`src/rtl/tkg_pkg.sv`:
```
package tkg_pkg;
  localparam int KEY_W_DEF = 64;
  typedef enum logic [1:0] {SH_HOLD, SH_SHIFT, SH_CLEAR} sh_op_e;
endpackage

```
`src/rtl/tkg_shifter.sv`:
```
module tkg_shifter #(
  parameter int W = tkg_pkg::KEY_W_DEF
) (
  input  logic         clk,
  input  logic         rst_n,
  input  logic         sel,
  input  logic         shift,
  input  logic         update,
  input  logic         din,
  output logic [W-1:0] key_q
);
  import tkg_pkg::*;
  sh_op_e op;

  always_comb begin
    if (sel && update)     op = SH_CLEAR;
    else if (sel && shift) op = SH_SHIFT;
    else                   op = SH_HOLD;
  end

  always_ff @(posedge clk or negedge rst_n) begin
    if (!rst_n) key_q <= '0;
    else begin
      case (op)
        SH_SHIFT: key_q <= {din, key_q[W-1:1]};
        SH_CLEAR: key_q <= '0;
        default:  key_q <= key_q;
      endcase
    end
  end

  // nothing of a key attempt survives its update
  a_r4_clear_after_update: assert property (@(posedge clk) disable iff (!rst_n)
    (sel && update) |=> (key_q == '0));
  // deselected strobes leave the register alone
  a_r7_hold_unselected: assert property (@(posedge clk) disable iff (!rst_n)
    !sel |=> $stable(key_q));
endmodule

```
`src/rtl/tkg_compare.sv`:
```
module tkg_compare #(
  parameter int W = tkg_pkg::KEY_W_DEF
) (
  input  logic [W-1:0] got,
  input  logic [W-1:0] ref_key,
  output logic         hit
);
  logic [W-1:0] same;
  for (genvar i = 0; i < W; i++) begin : g_bit
    assign same[i] = ~(got[i] ^ ref_key[i]);
  end
  assign hit = &same;
endmodule

```
`src/rtl/tkg_unlock.sv`:
```
module tkg_unlock (
  input  logic clk,
  input  logic rst_n,
  input  logic sec_en,
  input  logic commit,
  input  logic hit,
  output logic dbg_q,
  output logic boot_q
);
  logic unlocked_q;
  logic unlocked_d;
  logic open_d;

  assign unlocked_d = unlocked_q | (commit & hit);
  assign open_d     = ~sec_en | unlocked_d;

  always_ff @(posedge clk or negedge rst_n) begin
    if (!rst_n) begin
      unlocked_q <= 1'b0;
      dbg_q      <= 1'b0;
      boot_q     <= 1'b0;
    end else begin
      unlocked_q <= unlocked_d;
      dbg_q      <= open_d;
      boot_q     <= open_d;
    end
  end

  // unlock is sticky
  a_r5_sticky: assert property (@(posedge clk) disable iff (!rst_n)
    unlocked_q |=> unlocked_q);
  // no unlock without a matching commit
  a_r4_no_unlock_on_miss: assert property (@(posedge clk) disable iff (!rst_n)
    (!unlocked_q && !(commit && hit)) |=> !unlocked_q);
  // a matching commit opens debug
  a_r3_match_opens: assert property (@(posedge clk) disable iff (!rst_n)
    (commit && hit) |=> dbg_q);
endmodule

```
`src/rtl/tap_key_gate.sv`:
```
module tap_key_gate #(
  parameter int KEY_W = tkg_pkg::KEY_W_DEF
) (
  input  logic             tck,
  input  logic             trst_n,
  input  logic             sec_en,
  input  logic             key_sel,
  input  logic             shift_dr,
  input  logic             update_dr,
  input  logic             tdi,
  input  logic [KEY_W-1:0] dev_key,
  output logic             debug_enable,
  output logic             ext_boot_enable
);
  logic [KEY_W-1:0] key_q;
  logic             hit;
  logic             commit;

  assign commit = key_sel & update_dr;

  tkg_shifter #(.W(KEY_W)) u_shift (
    .clk(tck), .rst_n(trst_n), .sel(key_sel), .shift(shift_dr),
    .update(update_dr), .din(tdi), .key_q(key_q)
  );

  tkg_compare #(.W(KEY_W)) u_cmp (
    .got(key_q), .ref_key(dev_key), .hit(hit)
  );

  tkg_unlock u_lock (
    .clk(tck), .rst_n(trst_n), .sec_en(sec_en), .commit(commit), .hit(hit),
    .dbg_q(debug_enable), .boot_q(ext_boot_enable)
  );

  // the two permissions never disagree
  a_r8_outputs_match: assert property (@(posedge tck) disable iff (!trst_n)
    debug_enable == ext_boot_enable);
  // security off opens the gate
  a_r6_open_when_disabled: assert property (@(posedge tck) disable iff (!trst_n)
    !sec_en |=> debug_enable);
endmodule

```
`config.mk`:
```
export PLATFORM = sky130hd
export DESIGN_NAME = tap_key_gate
export DESIGN_NICKNAME = d
export VERILOG_FILES = /design/src/rtl/tkg_pkg.sv /design/src/rtl/tkg_shifter.sv /design/src/rtl/tkg_compare.sv /design/src/rtl/tkg_unlock.sv /design/src/rtl/tap_key_gate.sv
export SDC_FILE = /design/constraint.sdc
export NUM_CORES = 1
export LEC_CHECK = 0
export ABC_AREA = 0
export BUFFER_PORTS_ARGS = -buffer_cell sky130_fd_sc_hd__buf_2
export CORE_MARGIN = 2
export CORE_UTILIZATION = 54
export CTS_CLUSTER_SIZE = 8
export DETAILED_ROUTE_END_ITERATION = 12
export HOLD_SLACK_MARGIN = 0.05
export PLACE_DENSITY = 0.78
export SKIP_LAST_GASP = 1
export SLEW_MARGIN = 20
export SYNTH_ARGS = -nofsm -noshare
export SYNTH_HDL_FRONTEND = slang
export SYNTH_SLANG_ARGS = --single-unit
export TNS_END_PERCENT = 5
```
`constraint.sdc`:
```
create_clock -name tck -period 2.05 [get_ports tck]
set_input_delay 0 -clock tck [delete_from_list [all_inputs] [get_ports tck]]
set_output_delay 0 -clock tck [all_outputs]
set_load 0.05 [all_outputs]
```
==> results.json <==
{
  "synthFlopType": "dfrtp_1",
  "synth_top_cell_by_area": "dfrtp_1",
  "antenna_found_initial": 0,
  "reg2reg_to": "u_lock.boot_q$_DFF_PN0_",
  "synth_edf_count": 0,
  "async_flop_share_pct": 100,
  "status": "completed",
  "leakage_nw": 1.72,
  "portBuffers": 72,
  "post_drt_wl_per_cell_um": 16.8,
  "drc": 0,
  "tightest_slew_ns": 0.671,
  "groute.usage.overall_pct": 26.9,
  "slew_headroom_pct": 55.3,
  "synth_cells": 341,
  "core_um2": 5890,
  "r2r_setup_slack_ns": 0.40,
  "finalCritPeriodShare_pct": 80.3,
  "dieArea_um2": 6670,
  "yosysTopAreaCellShare_pct": 50.7,
  "cp.arrival_ns": 1.91,
  "p_per_area_nw_per_um2": 681,
  "cp-end-kind": "register",
  "tns_ns": 0,
  "rsz0062_at_grt": "no",
  "final_common_cell": "nand2_1",
  "dr_total_vias": 2724,
  "netlist_area_um2": 3260,
  "criticalPathCategory": "reg2reg",
  "finalCriticalPeriod_ns": 1.65,
  "synth_seq_cells": 66,
  "pin_count": 73,
  "start_kind": "register",
  "cts_buffer_depth": 2,
  "peakVddDrop_mv": 0.466,
  "via_per_inst": 5.50,
  "gp_congestion": 0.937,
  "die_h_um": 81.6,
  "worst_ep_required_time_ns": 2.31,
  "slew_viol_final": 0,
  "hold_viol": 0,
  "cts_num_sinks": 66,
  "grt_start_max_net_pins": 41,
  "maxCapViolCount": 0,
  "whs_endpoint": "u_lock.unlocked_q$_DFF_PN0_",
  "finalSetupViolations": 0,
  "hold_depth": 6,
  "ys_warn_count": 0,
  "cts_root_buf": "clkbuf_8",
  "area_growth_pct": 20.7,
  "reg2reg_depth": 5,
  "pre_cts_ws_ns": 0.433,
  "grt_pass1_vias": 2599,
  "start_util_pct": 55.3,
  "final_nets": 486,
  "wl_um": 8300,
  "grt_overflow_total": 0,
  "avgSynthCellArea_um2": 9.55,
  "htree_levels": 3,
  "cts_tree": "built",
  "setup_slack_ns": 0.404,
  "place_hpwl_um": 6030,
  "insertion_delay_ns": 0.34,
  "diodes": 0,
  "drive_above_1_share_pct": 22.6,
  "fmax_mhz": 608,
  "skew_ns": 0.00776,
  "die_x_um": 81.6,
  "synth_seq_area_share_pct": 50.7,
  "final_cell_mix": "nand2_1 (83), buf_2 (72), dfrtp_1 (66)",
  "synth_fp_nets": 412,
  "synth_cell_types": 30,
  "hp-class": "in2reg",
  "synth.area.top_cells": "dfrtp_1 (51%), xnor2_1 (13%), nand2_1 (9.6%), a22o_1 (6.7%), a21oi_1 (6.1%)",
  "numCtsBuffers": 9,
  "clk_pin_slew_ns": 0.07,
  "drt-initial-drc-count": 165,
  "num_rows": 28,
  "grt_pass1_wl_um": 12900,
  "worstHoldStart": "dev_key[38]",
  "crit_fanout": 4,
  "ant_nets": 0,
  "reg2reg_from": "u_shift.key_q[1]$_DFFE_PN0P_",
  "dr.pass1.iters": 4
}
==> area by class of cell <==
cell class | instances | area [µm²]
Clock buffer | 14 | 163
Clock inverter | 2 | 35.0
Fill cell | 493 | 1960
Inverter | 12 | 45.0
Multi-Input combinational cell | 244 | 1480
Sequential cell | 66 | 1650
Tap cell | 75 | 93.8
Timing Repair Buffer | 82 | 458
==> sequential cells by signal, indices dropped and copies added (netlist names) <==
signal             count
u_shift.key_q         64
u_lock.boot_q          1
u_lock.unlocked_q      1
==> cells in the mapped netlist, types with 3 or more instances <==
cell type and n:
nand2_1 83, dfrtp_1 66, xnor2_1 48, a21oi_1 40, a22o_1 25, clkbuf_1 14, nand4_1 12, inv_1 11
nor2b_1 5, buf_1 4, nor2_1 4, nor4_1 3, o22ai_1 3
==> worst max-delay path: stages, from the launching register on <==
cell      delay (ns)
dfrtp_1         0.41
nor2b_1         0.14
a2111o_1        0.35
nor4_1          0.30
nand4_1         0.19
o211ai_2        0.17
==> logic make-up after synthesis <==
| family | share of synthesized area [%] |
|---|---|
| simple gates | 15.6 |
| compound gates | 16.6 |
| flops | 50.7 |
| buf+inv | 3.69 |
| xor+xnor | 13.5 |
==> timing repair <==
action | 4_1_cts | 5_1_grt
setup buffers | 0 | 0
resized for setup | 0 | 0
hold buffers | 4 | 0
endpoints found under the setup margin | 0 | 0
endpoints found under the hold margin | 31 | 0
==> stage by stage <==
| step | power, W | area, µm² | hold WS (ns) | util [%] | cells |
|---|---|---|---|---|---|
| 2_1_floorplan | 0.00145 | 3260 | -0.296 | - | 341 |
| 3_3_place_gp | 0.00159 | 3690 | 0.0665 | 62.7 | 475 |
| 6_report | 0.00267 | 3930 | 0.128 | 66.8 | 495 |
| 3_5_place_dp | 0.00160 | 3690 | 0.0774 | 62.7 | 475 |
| 5_1_grt | 0.00278 | 3930 | 0.193 | 66.8 | 495 |
| 4_1_cts | 0.00270 | 3930 | 0.123 | 66.8 | 495 |
==> layer usage <==
metal	vias up	track usage (%)	part of all wire [%]
li1	1311	-	-
met2	100	40.2	46
met5	-	0	0
met3	23	6.81	8.0
met4	0	14.8	3.3
met1	1290	36.0	43
==> report_power, final <==
group | switching, W | internal (W)
clock network | 0.000470 | 0.000628
logic | 0.000155 | 0.000112
registers | 0.00000341 | 0.00131
total | 0.000629 | 0.00205
==> worst max-delay path by stage <==
stage	start	to
3_5_place_dp	u_shift.key_q[1]$_DFFE_PN0P_	u_lock.boot_q$_DFF_PN0_
2_1_floorplan	u_shift.key_q[15]$_DFFE_PN0P_	u_lock.boot_q$_DFF_PN0_
6_report	u_shift.key_q[1]$_DFFE_PN0P_	u_lock.boot_q$_DFF_PN0_
5_1_grt	u_shift.key_q[1]$_DFFE_PN0P_	u_lock.unlocked_q$_DFF_PN0_
3_3_place_gp	u_shift.key_q[1]$_DFFE_PN0P_	u_lock.boot_q$_DFF_PN0_
4_1_cts	u_shift.key_q[1]$_DFFE_PN0P_	u_lock.boot_q$_DFF_PN0_
(Power assumes the default switching activity.)
